## config.mk

```make
export PLATFORM = sky130hd
export DESIGN_NAME = lsm_cracker
export DESIGN_NICKNAME = d
export VERILOG_FILES = /design/src/rtl/lsm_pkg.sv /design/src/rtl/lsm_acc_gen.sv /design/src/rtl/lsm_mw_calc.sv /design/src/rtl/lsm_ctrl.sv /design/src/rtl/lsm_cracker.sv
export SDC_FILE = /design/constraint.sdc
export NUM_CORES = 1
export LEC_CHECK = 0
export BUFFER_PORTS_ARGS = -buffer_cell sky130_fd_sc_hd__buf_4
export CORE_ASPECT_RATIO = 0.75
export CORE_MARGIN = 1
export CORE_UTILIZATION = 50
export DETAILED_ROUTE_END_ITERATION = 8
export GPL_TIMING_DRIVEN = 0
export PLACE_DENSITY = 0.77
export SLEW_MARGIN = 30
export SYNTH_ARGS = -nofsm -noshare
export SYNTH_HDL_FRONTEND = slang
export SYNTH_SLANG_ARGS = --single-unit
```

## constraint.sdc

```tcl
create_clock -name clk -period 4.1 [get_ports clk]
set_input_delay 0.205 -clock clk [delete_from_list [all_inputs] [get_ports clk]]
set_output_delay 0.205 -clock clk [all_outputs]
set_load 0.005 [all_outputs]
```

## src/rtl/lsm_pkg.sv

```systemverilog
package lsm_pkg;

    typedef enum logic [1:0] {
        ST_IDLE = 2'd0,
        ST_RUN  = 2'd1,
        ST_FIN  = 2'd2
    } crk_state_t;

    typedef enum logic {
        SZ_BYTE = 1'b0,
        SZ_WORD = 1'b1
    } acc_size_t;

    typedef struct packed {
        logic store;
        logic is_str;
        logic indexed;
    } req_kind_t;

    localparam int unsigned WORD_BYTES = 4;

    function automatic logic [2:0] step_of(input acc_size_t sz);
        return (sz == SZ_WORD) ? 3'd4 : 3'd1;
    endfunction

endpackage

```

## src/rtl/lsm_acc_gen.sv

```systemverilog
module lsm_acc_gen
    import lsm_pkg::*;
#(
    parameter int ADDR_W = 32,
    parameter int CNT_W  = 8,
    parameter int REG_W  = 5,
    localparam int TOT_W = CNT_W + 2
) (
    input  logic [ADDR_W-1:0] base,
    input  logic [REG_W-1:0]  first_reg,
    input  logic [TOT_W-1:0]  pos,
    input  logic [TOT_W-1:0]  total,
    input  logic              byte_mode,
    output logic [ADDR_W-1:0] addr,
    output acc_size_t         size,
    output logic [REG_W-1:0]  reg_idx,
    output logic [1:0]        lane,
    output logic [2:0]        step,
    output logic              last
);

    logic [TOT_W-1:0] remaining;
    logic             use_word;

    always_comb begin
        remaining = total - pos;
        use_word  = !byte_mode && (remaining >= TOT_W'(WORD_BYTES));
        size      = use_word ? SZ_WORD : SZ_BYTE;
        step      = step_of(size);
        addr      = base + ADDR_W'(pos);
        reg_idx   = first_reg + REG_W'(pos >> 2);
        lane      = use_word ? 2'b00 : pos[1:0];
        last      = ((pos + TOT_W'(step)) == total);
    end

endmodule

```

## src/rtl/lsm_mw_calc.sv

```systemverilog
module lsm_mw_calc #(
    parameter int CNT_W = 8,
    localparam int MW_W = CNT_W + 2
) (
    input  logic [CNT_W-1:0] count,
    input  logic             is_str,
    input  logic             indexed,
    input  logic             byte_mode,
    output logic [MW_W-1:0]  mw
);

    logic [MW_W-1:0] cnt_x;
    logic [MW_W-1:0] core;

    always_comb begin
        cnt_x = MW_W'(count);
        if (byte_mode)
            core = cnt_x << 1;
        else
            core = (cnt_x >> 2) + MW_W'({count[1:0], 1'b0});
        if (!is_str)
            mw = cnt_x + MW_W'(2);
        else
            mw = core + (indexed ? MW_W'(4) : MW_W'(0));
    end

endmodule

```

## src/rtl/lsm_ctrl.sv

```systemverilog
module lsm_ctrl
    import lsm_pkg::*;
#(
    parameter int ADDR_W = 32,
    parameter int CNT_W  = 8,
    parameter int REG_W  = 5,
    localparam int TOT_W = CNT_W + 2
) (
    input  logic              clk,
    input  logic              rst,
    input  logic              req_valid,
    input  req_kind_t         req_kind,
    input  logic [ADDR_W-1:0] req_base,
    input  logic [REG_W-1:0]  req_first,
    input  logic [CNT_W-1:0]  req_count,
    input  logic              acc_ready,
    input  logic              acc_fault,
    input  logic [2:0]        step,
    input  logic              last,
    output logic              req_ready,
    output logic              running,
    output logic              done,
    output logic              err,
    output req_kind_t         kind_q,
    output logic [ADDR_W-1:0] base_q,
    output logic [REG_W-1:0]  first_q,
    output logic [CNT_W-1:0]  count_q,
    output logic [TOT_W-1:0]  total_q,
    output logic [TOT_W-1:0]  pos_q,
    output logic              byte_mode_q
);

    crk_state_t       state_q;
    logic             err_q;
    logic [TOT_W-1:0] req_total;

    assign req_total = req_kind.is_str ? TOT_W'(req_count) : {req_count, 2'b00};
    assign req_ready = (state_q == ST_IDLE);
    assign running   = (state_q == ST_RUN);
    assign done      = (state_q == ST_FIN);
    assign err       = done && err_q;

    always_ff @(posedge clk) begin
        if (rst) begin
            state_q     <= ST_IDLE;
            err_q       <= 1'b0;
            kind_q      <= '0;
            base_q      <= '0;
            first_q     <= '0;
            count_q     <= '0;
            total_q     <= '0;
            pos_q       <= '0;
            byte_mode_q <= 1'b0;
        end else begin
            unique case (state_q)
                ST_IDLE: begin
                    if (req_valid) begin
                        kind_q      <= req_kind;
                        base_q      <= req_base;
                        first_q     <= req_first;
                        count_q     <= req_count;
                        total_q     <= req_total;
                        pos_q       <= '0;
                        byte_mode_q <= 1'b0;
                        err_q       <= 1'b0;
                        state_q     <= (req_total == '0) ? ST_FIN : ST_RUN;
                    end
                end
                ST_RUN: begin
                    if (acc_ready) begin
                        if (acc_fault) begin
                            if (kind_q.is_str && !byte_mode_q) begin
                                byte_mode_q <= 1'b1;
                                pos_q       <= '0;
                            end else begin
                                err_q   <= 1'b1;
                                state_q <= ST_FIN;
                            end
                        end else if (last) begin
                            state_q <= ST_FIN;
                        end else begin
                            pos_q <= pos_q + TOT_W'(step);
                        end
                    end
                end
                ST_FIN: begin
                    state_q <= ST_IDLE;
                end
                default: state_q <= ST_IDLE;
            endcase
        end
    end

endmodule

```

## src/rtl/lsm_cracker.sv

```systemverilog
module lsm_cracker
    import lsm_pkg::*;
#(
    parameter int ADDR_W = 32,
    parameter int CNT_W  = 8,
    parameter int REG_W  = 5,
    localparam int TOT_W = CNT_W + 2
) (
    input  logic              clk,
    input  logic              rst,
    input  logic              req_valid,
    output logic              req_ready,
    input  logic              req_store,
    input  logic              req_string,
    input  logic              req_indexed,
    input  logic [ADDR_W-1:0] req_base,
    input  logic [REG_W-1:0]  req_first_reg,
    input  logic [CNT_W-1:0]  req_count,
    output logic              acc_valid,
    input  logic              acc_ready,
    input  logic              acc_fault,
    output logic              acc_store,
    output logic              acc_size,
    output logic [ADDR_W-1:0] acc_addr,
    output logic [REG_W-1:0]  acc_reg,
    output logic [1:0]        acc_lane,
    output logic              done,
    output logic              err,
    output logic [CNT_W+1:0]  mw_count
);

    req_kind_t         kind_in;
    req_kind_t         kind_q;
    logic [ADDR_W-1:0] base_q;
    logic [REG_W-1:0]  first_q;
    logic [CNT_W-1:0]  count_q;
    logic [TOT_W-1:0]  total_q;
    logic [TOT_W-1:0]  pos_q;
    logic              byte_mode_q;
    logic              running;
    logic [2:0]        step;
    logic              last;
    acc_size_t         size_e;

    assign kind_in = '{store: req_store, is_str: req_string, indexed: req_indexed};

    lsm_ctrl #(.ADDR_W(ADDR_W), .CNT_W(CNT_W), .REG_W(REG_W)) u_ctrl (
        .clk         (clk),
        .rst         (rst),
        .req_valid   (req_valid),
        .req_kind    (kind_in),
        .req_base    (req_base),
        .req_first   (req_first_reg),
        .req_count   (req_count),
        .acc_ready   (acc_ready),
        .acc_fault   (acc_fault),
        .step        (step),
        .last        (last),
        .req_ready   (req_ready),
        .running     (running),
        .done        (done),
        .err         (err),
        .kind_q      (kind_q),
        .base_q      (base_q),
        .first_q     (first_q),
        .count_q     (count_q),
        .total_q     (total_q),
        .pos_q       (pos_q),
        .byte_mode_q (byte_mode_q)
    );

    lsm_acc_gen #(.ADDR_W(ADDR_W), .CNT_W(CNT_W), .REG_W(REG_W)) u_gen (
        .base      (base_q),
        .first_reg (first_q),
        .pos       (pos_q),
        .total     (total_q),
        .byte_mode (byte_mode_q),
        .addr      (acc_addr),
        .size      (size_e),
        .reg_idx   (acc_reg),
        .lane      (acc_lane),
        .step      (step),
        .last      (last)
    );

    lsm_mw_calc #(.CNT_W(CNT_W)) u_mw (
        .count     (count_q),
        .is_str    (kind_q.is_str),
        .indexed   (kind_q.indexed),
        .byte_mode (byte_mode_q),
        .mw        (mw_count)
    );

    assign acc_valid = running;
    assign acc_store = kind_q.store;
    assign acc_size  = size_e;

endmodule

```

# Word level (Yosys, flattened, before mapping)
# Cells that the tools add are included.
# Widths: inputs -> output; s select.
[classes]
div = 0
n_mul = 0
order_cmp = 1
n_mux = 29
n_shift = 0
bitwise = 0
n_eq_ne = 12
add_sub_neg = 7
reduce_logical = 12
[op_table]
columns = ["cell", "n"]
rows = [
  ["$mux 10", 7],
  ["$add 32x10->32", 1],
  ["$pmux 10 s2", 1],
  ["$reduce_and 5->1", 3],
  ["$mux 2", 7],
  ["$add 10x10->10", 1],
  ["$add 10x3->10", 1],
  ["$eq 10x10->1", 1],
  ["$ge 10x3->1 const B", 1],
  ["$logic_not 10->1", 1],
  ["$sub 10x10->10", 1],
  ["$add 8x2->9 const B", 1],
  ["$mux 9", 1],
  ["$mux 1", 8],
  ["$add 6x3->7", 1],
  ["$mux 3", 2],
  ["$ne 2x1->1 const B", 3],
  ["$ne 3x3->1 const B", 2],
  ["$add 5x5->5", 1],
  ["$ne 2x2->1 const B", 2],
  ["$pmux 1 s2", 2],
  ["$pmux 2 s2", 1],
  ["$reduce_and 4->1", 1],
  ["$logic_and 1x1->1", 3],
  ["other kinds (8)", 8],
]
[word_totals]
n_memories = 0
wordCells = 72
output_inout_bits = 55
input_bits = 53
latch_bits = 0
regBits = 72
romBits = 0
ramBits = 0

# Longest topological paths before layout
# Gate-level depths: netlist (run 1).
[logic_depth]
depth_word = 11
depth_mapped = 20
ltp_nobuf = 18

# Modules after synthesis
# Synthesis (run 1) repeated with hierarchy kept, for this count alone.
[hier_totals]
cells_unflattened = 675
hier_area_um2 = 5236.3
[modules_own_cells]
columns = ["module", "seq_area_each_um2", "instances", "cells_each", "area_each_um2"]
rows = [
  ["lsm_ctrl", 1441.4, 1, 351, 2846.5],
  ["lsm_acc_gen", 0.0, 1, 250, 1850.5],
  ["lsm_mw_calc", 0.0, 1, 74, 539.3],
]

# Worst setup path after synthesis (run 1)
# Ideal clock, no wire load.
[synth_path]
path_kind = "register to register"
start = "register u_ctrl.total_q[0]"
end = "register u_ctrl.pos_q[3]"
arrival_ns = 4.099
setup_time_ns = 0.127
synth_period_minus_slack_ns = 4.227
path_slack_ns = -0.127
path_stages_with_launch = 21
path_buffers = 2
required_time_ns = 3.973
cell_sequence = "dfxtp_1 > inv_1 > ha_1 > fa_1 > nand2b_1 > a21oi_1 > nor3_1 > nor4_1 > o2111ai_1 > o31ai_1 > inv_1 > ha_1 > buf_6 > a31o_4 > a311o_1 > o31a_1 > o41ai_2 > buf_6 > nor2_1 > o21ai_1 > o31ai_1"
[synth_between]
elab_chain_cells = 10
elab_cells_between_ends = 13
classes_between = "add/sub: 2; order compare: 1; eq/ne: 2; mux: 6; reduce/logical: 2"
[synth_lines]
columns = ["item", "line_no", "text"]
rows = [
  ["start: declaration", "lsm_ctrl.sv:28", "output logic [TOT_W-1:0] total_q,"],
  ["start signal: assignment", "lsm_ctrl.sv:62", "total_q <= req_total;"],
  ["$sub 10x10->10 (*)", "lsm_acc_gen.sv:26", "remaining = total - pos;"],
  ["$ge 10x3->1 (*)", "lsm_acc_gen.sv:27", "use_word = !byte_mode && (remaining >= TOT_W'(WORD_BYTES));"],
  ["$logic_and 1x1->1 (*)", "lsm_acc_gen.sv:27", ""],
  ["$mux 1 (*)", "lsm_acc_gen.sv:28", "size = use_word ? SZ_WORD : SZ_BYTE;"],
  ["named net acc_size", "lsm_cracker.sv:23", "output logic acc_size,"],
  ["$mux 3 (*)", "lsm_pkg.sv:23", "return (sz == SZ_WORD) ? 3'd4 : 3'd1;"],
  ["$add 10x3->10 (*)", "lsm_acc_gen.sv:33, lsm_ctrl.sv:82", ""],
  ["parallel branches: the longest is 4 deep, another holds $eq 10x10->1", "--", ""],
  ["end signal: assignment", "lsm_ctrl.sv:82", "pos_q <= pos_q + TOT_W'(step);"],
  ["end: declaration", "lsm_ctrl.sv:29", "output logic [TOT_W-1:0] pos_q,"],
]
# Mark *: on every way through the listed nets, which the timed path passes. The select of a mux whose other input is x is not followed.
# A chain may end at the register's enable or synchronous reset.

# Worst setup path after layout (run 1)
[layout_path]
start = "register u_ctrl.total_q[0]"
end = "register u_ctrl.pos_q[6]"
[layout_between]
elab_chain_cells = 10
elab_cells_between_ends = 13
classes_between = "add/sub: 2; order compare: 1; eq/ne: 2; mux: 6; reduce/logical: 2"
[layout_lines]
columns = ["item"]
rows = [
  ["parallel branches: the longest is 10 deep, another holds $sub 10x10->10"],
]
# Several ways; the timed one is not identified. The select of a mux whose other input is x is not followed.

==> flow_metrics.tcl, run 1 <==
set metrics [dict create \
    status "finished with violations" \
    violations "negative setup slack" \
    drtIter0Drc 409 \
    place_area_sq_um 5970 \
    grt_pass1_wl_um 23600 \
    fin_crit_sh_pct 109 \
    grtUsageTotal_pct 29.0 \
    antenna_cells 0 \
    end_kind "flop" \
    synth_enable_flop_cells 0 \
    fin_skew_ps 10.9 \
    final_cell_mix "nand2_1, buf_4, a21oi_1, dfxtp_1, xnor2_1" \
    fp.dieW_um 117 \
    p_sw_share_pct 28.1 \
    crit_type "flop to flop" \
    switching_power_mw 0.600 \
    cts_max_path_buffers 2 \
    cts_buffers 9 \
    synth.ff_latch_count 72 \
    fp.dieH_um 88.6 \
    p_clk_share_pct 41.2 \
    yosysWarnings 0 \
    fmax_mhz 224 \
    cp_cell_sequence "inv_2 > ha_4 > fa_2 > nand2b_4 > a21oi_4 > nor3_2 > nor4_2 > o2111ai_1 > o31ai_2 > ha_2 > ha_4 > xor3_1 > nor3_2 > nand4b_1 > buf_4 > o41ai_4 > buf_6 > buf_4 > buf_6 > o21ai_1" \
    final_common_cell "nand2_1" \
    ys_async_sr_fraction_pct 0 \
    synth_largest_area_cell "dfxtp_1" \
    cts.root.buffer_cell "clkbuf_16" \
    cp.arrival_ps 4700 \
    synth.top_cells.by_area "dfxtp_1, nand2_1, ha_1" \
    place.gp.congestion 0.942 \
    grt_setup_unrepaired "true" \
    layout_min_cycle_time_ps 4470 \
    slew_headroom_pct 34.1 \
    crit_buf_inv 5 \
    cts.sink_count 72 \
    crit_family "compound AO/OA/AOI/OAI gates" \
    syn_to_final_growth_pct 32.1 \
    avgSynthCellArea_sq_um 7.67 \
    nFillCells 774 \
    combPwrFrac_pct 22.4 \
    clk_latency_ps 350 \
    coreArea_sq_um 9700 \
    cts_hold_buffers 0 \
    synthFlopType "dfxtp_1" \
    power_frac_seq_pct 36.5 \
    row_count 31 \
    grt_overflow 0 \
    postLayoutCellArea_sq_um 6600 \
    hold_path.class "input pin to flop" \
    netlist.area_leader.share_pct 28.8 \
    finalHoldViolCount 0 \
    synthCells 652 \
    critPathSlowestCell "o41ai_4" \
    synth_nets 740 \
    internal_power_mw 1.54 \
    grt_max_degree 13 \
    antenna_found_initial 0 \
    p_per_area_nw_per_um2 324 \
    initial_core_util_pct 51.5 \
    wirelength_um 15100 \
    dr_total_vias 5154 \
    pre_cts_ws_ps -721 \
    grt_pass1_vias 4890 \
    clk_pin_slew_worst_paths_ps 60 \
    dieArea_sq_um 10400 \
    post-dp-hpwl_um 11200 \
    drtAntennaViolNets 0 \
    peakVddDrop_uv 208 \
    setup_ws_ps -369 \
    netlist_area_sq_um 5000 \
    cp-start-kind "flop" \
    tightest_slew_ps 980 \
    cp_max_fo 6 \
    cts_tree "built" \
    viasPerCell 5.58 \
    synth_cell_type_count 59 \
    max_cap_viol_count 0 \
    io_buffers 106 \
    htree_levels 3 \
    drive_gt1_share_pct 24.0 \
    nNetsFinal 874 \
    p_leak_nw 2.78 \
    max_stage_delay_ps 440 \
    finalSetupViolCount 12 \
    drc 0 \
    critPathRequiredTime_ps 4330 \
    wl_per_cell_um 16.4 \
    yosysSeqAreaShare_pct 28.8 \
    drtPass1Iterations 5 \
    slew_viol_final 0 \
    io_pins 108 \
]
power groups by stage:
stage | Sequential (mW) | Combinational (mW) | Clock [mW]
2_1_floorplan | 0.781 | 0.264 | 0
3_3_place_gp | 0.790 | 0.414 | 0
3_5_place_dp | 0.793 | 0.426 | 0
4_1_cts | 0.778 | 0.449 | 0.881
5_1_grt | 0.783 | 0.521 | 0.909
6_report | 0.779 | 0.478 | 0.879
stage by stage:
stage          util [%]  hold slack (ps)  TNS, ps  cells  power [mW]
6_report           68.1             78.0    -3580    923        2.14
5_1_grt            68.1             71.3    -5740    923        2.21
4_1_cts            66.5             70.7    -3230    914        2.11
3_5_place_dp       61.6              430    -7960    890        1.22
3_3_place_gp       61.6              429    -6810    890        1.20
2_1_floorplan         -              310        0    652        1.05
sequential cells by signal (all words and copies together) (netlist names):
name and flops:
u_ctrl.first_q 5, u_ctrl.kind_q 3, u_ctrl.pos_q 10, u_ctrl.count_q 8
u_ctrl.base_q 32, u_ctrl.state_q 2, u_ctrl.byte_mode_q 1, u_ctrl.total_q 10
u_ctrl.err_q 1
Yosys cell counts (all sizes together), types with 5 or more instances:
cell type and number:
and2 6, inv 23, xor2 19, a211oi 7, and3 7, clkbuf 25, buf 11, o31ai 5
dfxtp 72, xnor2 42, nor4 7, o21ai 27, nand2b 9, mux2i 10, a21o 9, a21oi 75
nand3 27, o21a 8, nor2 34, nand4 5, nor3 13, nand2 129, nor2b 8, ha 31
cell families (layout without fill, tap and decap cells):
group	after synthesis	in the layout	synth area share, %
AOI/OAI and AO/OA	152	152	18.6
xor gates and xnor gates	62	62	11.3
adders and majority gates	35	35	9.36
buffers and inverters	59	198	5.46
DFF	72	72	28.8
muxes	12	12	2.45
and+or+nand+nor	260	260	24.0
per-layer routing:
metal  vias to the layer above  track usage (%)  wire length (um)
met3                        19             9.21              1450
met4                         0             8.97               219
met2                       209             48.0              6800
li1                       2514                -                 -
met1                      2412             36.4              6630
met5                         -                0                 0
final cells by class:
class / instances / area (sq um) / area share (%)
Tap cell: 132 / 165 / 2.50
Buffer: 35 / 179 / 2.71
Sequential cell: 72 / 1460 / 22.1
Clock inverter: 4 / 76.3 / 1.16
Timing Repair Buffer: 124 / 938 / 14.2
Multi-Input combinational cell: 521 / 3440 / 52.2
Inverter: 23 / 86.3 / 1.31
Clock buffer: 12 / 256 / 3.89
path summary, 6_finish.rpt:
| kind | startpoint | end | slack [ps] | depth (start not counted) |
|---|---|---|---|---|
| setup reg to reg | u_ctrl.total_q[0] | u_ctrl.pos_q[6] | -370 | 20 |
| hold reg to reg | u_ctrl.kind_q[2] | u_ctrl.kind_q[2] | 470 | 2 |
| hold / removal | acc_ready | u_ctrl.state_q[0] | 80 | 2 |
| setup / recovery | u_ctrl.total_q[0] | u_ctrl.pos_q[6] | -370 | 20 |
repair_timing:
item | 4_1_cts | 5_1_grt
pin swaps | 20 | 24
endpoints found under the setup margin | 12 | 12
buffers inserted | 8 | 10
gates resized for setup | 26 | 20
worst register-to-register path, cell delays in order (launching register included):
cell       delay, ps
dfxtp_2          350
inv_2             50
ha_4             160
fa_2             350
nand2b_4         160
a21oi_4          150
nor3_2            70
nor4_2           290
o2111ai_1        190
o31ai_2          350
ha_2             340
ha_4             180
xor3_1           330
nor3_2           190
nand4b_1         140
buf_4            170
o41ai_4          440
buf_6            200
buf_4            110
buf_6             90
o21ai_1           60
Note: power is estimated with default switching activity, not from simulation.
==> inputs of run 2 (changes only) <==
==> constraint.sdc (replaced) <==
create_clock -name clk -period 4 [get_ports clk]
set_input_delay 0.2 -clock clk [delete_from_list [all_inputs] [get_ports clk]]
set_output_delay 0.2 -clock clk [all_outputs]
set_load 0.005 [all_outputs]
==> flow_metrics.tcl, run 2 (synthesis gave the netlist of run 1 again) <==
set metrics [dict create \
    status "finished with violations" \
    violations "negative setup slack" \
    drive_gt1_share_pct 24.7 \
    syn_to_final_growth_pct 33.8 \
    place.gp.congestion 0.880 \
    grt_setup_unrepaired "true" \
    setup_ws_ps -315 \
    grt_overflow 0 \
    worstReg2RegEnd "u_ctrl.pos_q[3]" \
    peakVddDrop_uv 197 \
    fp.dieH_um 88.6 \
    r2r-start "u_ctrl.total_q[0]" \
    hold_path.class "input pin to flop" \
    drtAntennaViolNets 0 \
    dr_total_vias 5317 \
    antenna_found_initial 0 \
    cts_tree "built" \
    initial_core_util_pct 51.5 \
    min_to "u_ctrl.state_q[0]" \
    p_per_area_nw_per_um2 329 \
    power_frac_seq_pct 36.3 \
    io_pins 108 \
    p_sw_share_pct 29.5 \
    final_util_pct 69.0 \
    clk_pin_slew_worst_paths_ps 60 \
    cp_max_fo 6 \
    coreArea_sq_um 9700 \
    cp.arrival_ps 4540 \
    hold_depth 2 \
    io_buffers 106 \
    wl_per_cell_um 17.0 \
    nFillCells 794 \
    cts.root.buffer_cell "clkbuf_16" \
    htree_levels 3 \
    wirelength_um 15700 \
    drtIter0Drc 354 \
    layout.cells.non_filler 927 \
    placed_cells 890 \
    critPathRequiredTime_ps 4230 \
    final_cell_mix "nand2_1, buf_4, a21oi_1, dfxtp_1, xnor2_1" \
    cts_buffers 9 \
    crit_type "flop to flop" \
    switching_power_mw 0.648 \
    drtPass1Iterations 5 \
    drc 0 \
    finalSetupTns_ps -2870 \
    internal_power_mw 1.55 \
    cts_max_path_buffers 2 \
    min_from "acc_ready" \
    r2r_cells 21 \
    finalSetupViolCount 12 \
    antenna_cells 0 \
    viasPerCell 5.74 \
    power.total_mw 2.20 \
    place_area_sq_um 5990 \
    cts_hold_buffers 0 \
    post-dp-hpwl_um 11100 \
    layout_min_cycle_time_ps 4310 \
    dieArea_sq_um 10400 \
    tightest_slew_ps 982 \
    max_cap_viol_count 0 \
    p_leak_nw 2.82 \
    row_count 31 \
    largest_reg_flops 32 \
    end_kind "flop" \
    cts.sink_count 72 \
    r2r_slack_ps -310 \
    slew_viol_final 0 \
    fp.dieW_um 117 \
    nNetsFinal 878 \
    finalHoldViolCount 0 \
    fmax_mhz 232 \
    postLayoutCellArea_sq_um 6690 \
    grt_pass1_wl_um 24100 \
    fin_skew_ps 11.5 \
    fin_crit_sh_pct 108 \
    grt_pass1_vias 4802 \
    regMostFlops "u_ctrl.base_q" \
    slew_headroom_pct 34.0 \
    p_clk_share_pct 40.8 \
    final_common_cell "nand2_1" \
    grt_max_degree 15 \
    clk_latency_ps 350 \
    combPwrFrac_pct 22.8 \
    grtUsageTotal_pct 29.4 \
    top_regs "u_ctrl.base_q x32, u_ctrl.pos_q x10, u_ctrl.total_q x10" \
    cp-start-kind "flop" \
]
-- run 2: changes by cell type in the layout (fill, tap and decap cells not counted), sizes merged --
cell      previous run  this run
buf                134       138
clkbuf              37        34
clkinv               1         2
clkinvlp             1         2
inv                 23        24
-- run 2: worst max-delay path: stages (launching register included) --
cell and delay, ps:
dfxtp_2 350, inv_2 50, ha_4 160, fa_2 400, nand2b_4 160, a21oi_4 120, nor3_1 50, nor4_1 260
o2111ai_1 170, o31ai_2 310, inv_1 130, ha_4 340, a31oi_4 110, o21ai_0 300, nand4b_1 190, buf_4 180
o41ai_4 310, buf_4 190, buf_6 120, nor2_1 50, o21ai_1 160, o31ai_2 80
-- run 2: worst max path at each step --
| stage | from | to | slack [ps] | cells after the start |
|---|---|---|---|---|
| 2_1_floorplan | u_ctrl.total_q[0] | u_ctrl.state_q[1] | 40 | 19 |
| 3_3_place_gp | u_ctrl.pos_q[3] | u_ctrl.pos_q[7] | -540 | 19 |
| 3_5_place_dp | u_ctrl.pos_q[3] | u_ctrl.state_q[1] | -630 | 18 |
| 4_1_cts | u_ctrl.total_q[0] | u_ctrl.pos_q[6] | -210 | 21 |
| 5_1_grt | u_ctrl.total_q[0] | u_ctrl.pos_q[3] | -500 | 21 |
| 6_report | u_ctrl.total_q[0] | u_ctrl.pos_q[3] | -310 | 21 |
-- run 2: final cells by class --
type                    instances  area [sq um]  share of cell area (%)
multi-input cells             521          3490                    52.2
flip-flops and latches         72          1460                    21.8
repair buffers                128           980                    14.6
clock buffers                   9           225                    3.37
plain buffers                  35           179                    2.67
well taps                     132           165                    2.47
clock inverters                 7           103                    1.53
inverters                      23          90.1                    1.35
-- run 2: what timing repair did --
| action | 4_1_cts | 5_1_grt |
|---|---|---|
| gates resized for setup | 39 | 13 |
| setup buffers | 13 | 8 |
| pin swaps | 25 | 15 |
| setup endpoints to repair | 12 | 12 |
| cloned | 1 | 0 |
-- run 2: metal layers --
metal	up-vias	wire (um)	global-route usage, %
met5	-	0	0
met4	0	294	7.58
met3	37	1510	8.05
met2	264	6930	47.1
met1	2496	7000	39.5
li1	2520	-	-
-- run 2: through the flow --
stage | hold WS, ps | worst slack [ps]
after floorplan | 305 | 39.6
after global placement | 424 | -541
after detailed placement | 425 | -627
after CTS | 75.3 | -212
after global routing | 86.6 | -497
final | 74.5 | -315
-- run 2: power groups by stage --
stage / registers, mW / logic, mW / clock network, mW
2_1_floorplan: 0.801 / 0.274 / 0
3_3_place_gp: 0.812 / 0.428 / 0
3_5_place_dp: 0.814 / 0.438 / 0
4_1_cts: 0.798 / 0.470 / 0.896
5_1_grt: 0.804 / 0.547 / 0.927
6_report: 0.799 / 0.503 / 0.899
==> inputs of run 3 (changes only) <==
--- a/config.mk
+++ b/config.mk
@@ -7,11 +7,12 @@
 export LEC_CHECK = 0
 export BUFFER_PORTS_ARGS = -buffer_cell sky130_fd_sc_hd__buf_4
 export CORE_ASPECT_RATIO = 0.75
-export CORE_MARGIN = 1
+export CORE_MARGIN = 5
 export CORE_UTILIZATION = 50
 export DETAILED_ROUTE_END_ITERATION = 8
 export GPL_TIMING_DRIVEN = 0
 export PLACE_DENSITY = 0.77
+export REMOVE_ABC_BUFFERS = 1
 export SLEW_MARGIN = 30
 export SYNTH_ARGS = -nofsm -noshare
 export SYNTH_HDL_FRONTEND = slang
==> flow_metrics.tcl, run 3 (synthesis gave the netlist of run 1 again) <==
set metrics [dict create \
    status "finished with violations" \
    drtIter0Drc 347 \
    drtAntennaViolNets 0 \
    fmax_mhz 229 \
    internal_power_mw 1.50 \
    slew_headroom_pct 35.8 \
    place.gp.congestion 0.931 \
    grtUsageTotal_pct 23.8 \
    combPwrFrac_pct 21.3 \
    postLayoutCellArea_sq_um 6400 \
    p_sw_share_pct 28.5 \
    power_frac_seq_pct 38.4 \
    post-dp-hpwl_um 9850 \
    antenna_cells 0 \
    grt_overflow 0 \
    min_from "acc_ready" \
    cts_hold_buffers 0 \
    cts.root.buffer_cell "clkbuf_16" \
    p_leak_nw 2.70 \
    cts_buffers 9 \
    fin_skew_ps 9.08 \
    power.total_mw 2.10 \
    nNetsFinal 838 \
    io_buffers 107 \
    grt_setup_unrepaired "true" \
    regMostFlops "u_ctrl.base_q" \
    cts_tree "built" \
    cp-start-kind "flop" \
    r2r-start "u_ctrl.total_q[0]" \
    initial_core_util_pct 51.5 \
    cp.arrival_ps 4590 \
    top_regs "u_ctrl.base_q x32, u_ctrl.pos_q x10, u_ctrl.total_q x10" \
    antenna_found_initial 0 \
    peakVddDrop_uv 248 \
    row_count 31 \
    htree_levels 3 \
    cp_max_fo 6 \
    dr_total_vias 4959 \
    finalSetupTns_ps -3530 \
    switching_power_mw 0.598 \
    slew_viol_final 0 \
    fin_crit_sh_pct 109 \
    largest_reg_flops 32 \
    tightest_slew_ps 955 \
    viasPerCell 5.59 \
    fp.dieW_um 125 \
    min_to "u_ctrl.state_q[0]" \
    cts.sink_count 72 \
    grt_pass1_wl_um 23400 \
    worstReg2RegEnd "u_ctrl.pos_q[7]" \
    crit_type "flop to flop" \
    layout_min_cycle_time_ps 4370 \
    drive_gt1_share_pct 24.5 \
    drtPass1Iterations 5 \
    place_area_sq_um 5800 \
    fp.dieH_um 96.6 \
    final_util_pct 66.0 \
    clk_pin_slew_worst_paths_ps 60 \
    finalSetupViolCount 12 \
    hold_depth 2 \
    dieArea_sq_um 12100 \
    finalHoldViolCount 0 \
    syn_to_final_growth_pct 28.0 \
    max_cap_viol_count 0 \
    io_pins 108 \
    cts_max_path_buffers 2 \
    r2r_slack_ps -370 \
    setup_ws_ps -371 \
    wl_per_cell_um 16.4 \
    coreArea_sq_um 9700 \
    critPathRequiredTime_ps 4220 \
    worst_hold_slack_ps 79.2 \
    wirelength_um 14500 \
    grt_max_degree 65 \
    p_clk_share_pct 40.3 \
    grt_pass1_vias 4800 \
    p_per_area_nw_per_um2 328 \
    r2r_cells 19 \
    violations "negative setup slack" \
    hold_path.class "input pin to flop" \
    end_kind "flop" \
    drc 0 \
    final_common_cell "nand2_1" \
    final_cell_mix "nand2_1, buf_4, a21oi_1, dfxtp_1, xnor2_1" \
    clk_latency_ps 340 \
]
-- run 3: worst max path at each step --
stage | endpoint | cells after the start | startpoint | slack, ps
after global routing | u_ctrl.pos_q[8] | 18 | u_ctrl.total_q[0] | -440
after detailed placement | u_ctrl.pos_q[7] | 18 | u_ctrl.total_q[0] | -1080
after floorplan | u_ctrl.pos_q[7] | 18 | u_ctrl.total_q[0] | -470
final | u_ctrl.pos_q[7] | 19 | u_ctrl.total_q[0] | -370
after global placement | u_ctrl.pos_q[7] | 18 | u_ctrl.total_q[0] | -1250
after CTS | u_ctrl.state_q[1] | 17 | u_ctrl.total_q[0] | -170
-- run 3: power by group through the flow --
stage	clock network, mW	registers, mW	logic, mW
final	0.844	0.806	0.446
after global routing	0.895	0.811	0.490
after global placement	0	0.819	0.397
after floorplan	0	0.809	0.240
after detailed placement	0	0.821	0.407
after CTS	0.853	0.805	0.433
-- run 3: worst max-delay path, cell delays in order, from the launching register on --
cell,delay [ps]
dfxtp_2,340
inv_2,50
ha_4,160
fa_2,340
xor2_1,180
o2111ai_1,130
nor4_1,330
o2111ai_1,220
o31ai_2,400
inv_2,110
ha_4,270
a31oi_4,290
or3_2,190
nand4b_1,180
buf_4,200
o41ai_4,380
buf_6,190
nor2b_1,50
o21ai_1,150
o31ai_2,80
-- run 3: area by class of cell --
type,count,area (sq um)
multi-input cells,521,3430
inverters,23,86.3
fillers,826,3300
well taps,132,165
clock buffers,11,253
repair buffers,123,935
clock inverters,5,62.6
flip-flops and latches,72,1470
-- run 3: repair_timing --
item | in CTS | in global routing
endpoints found under the setup margin | 12 | 12
pin swaps | 21 | 10
resized for setup | 42 | 7
gates cloned | 1 | 0
setup buffers | 11 | 4
-- run 3: routing by layer --
metal / share of wire [%] / vias to the layer above / GRT usage [%] / routed length [um]
met5: 0 / - / 0 / 0
met4: 1.5 / 0 / 7.85 / 221
met3: 7.1 / 21 / 5.77 / 1030
met2: 46 / 178 / 38.7 / 6620
met1: 46 / 2318 / 31.3 / 6650
li1: - / 2442 / - / -
-- run 3: through the flow --
stage                     instances  setup WS [ps]
final                           887           -371
after floorplan                 616           -473
after CTS                       883           -170
after global routing            887           -439
after global placement          855          -1250
after detailed placement        855          -1080
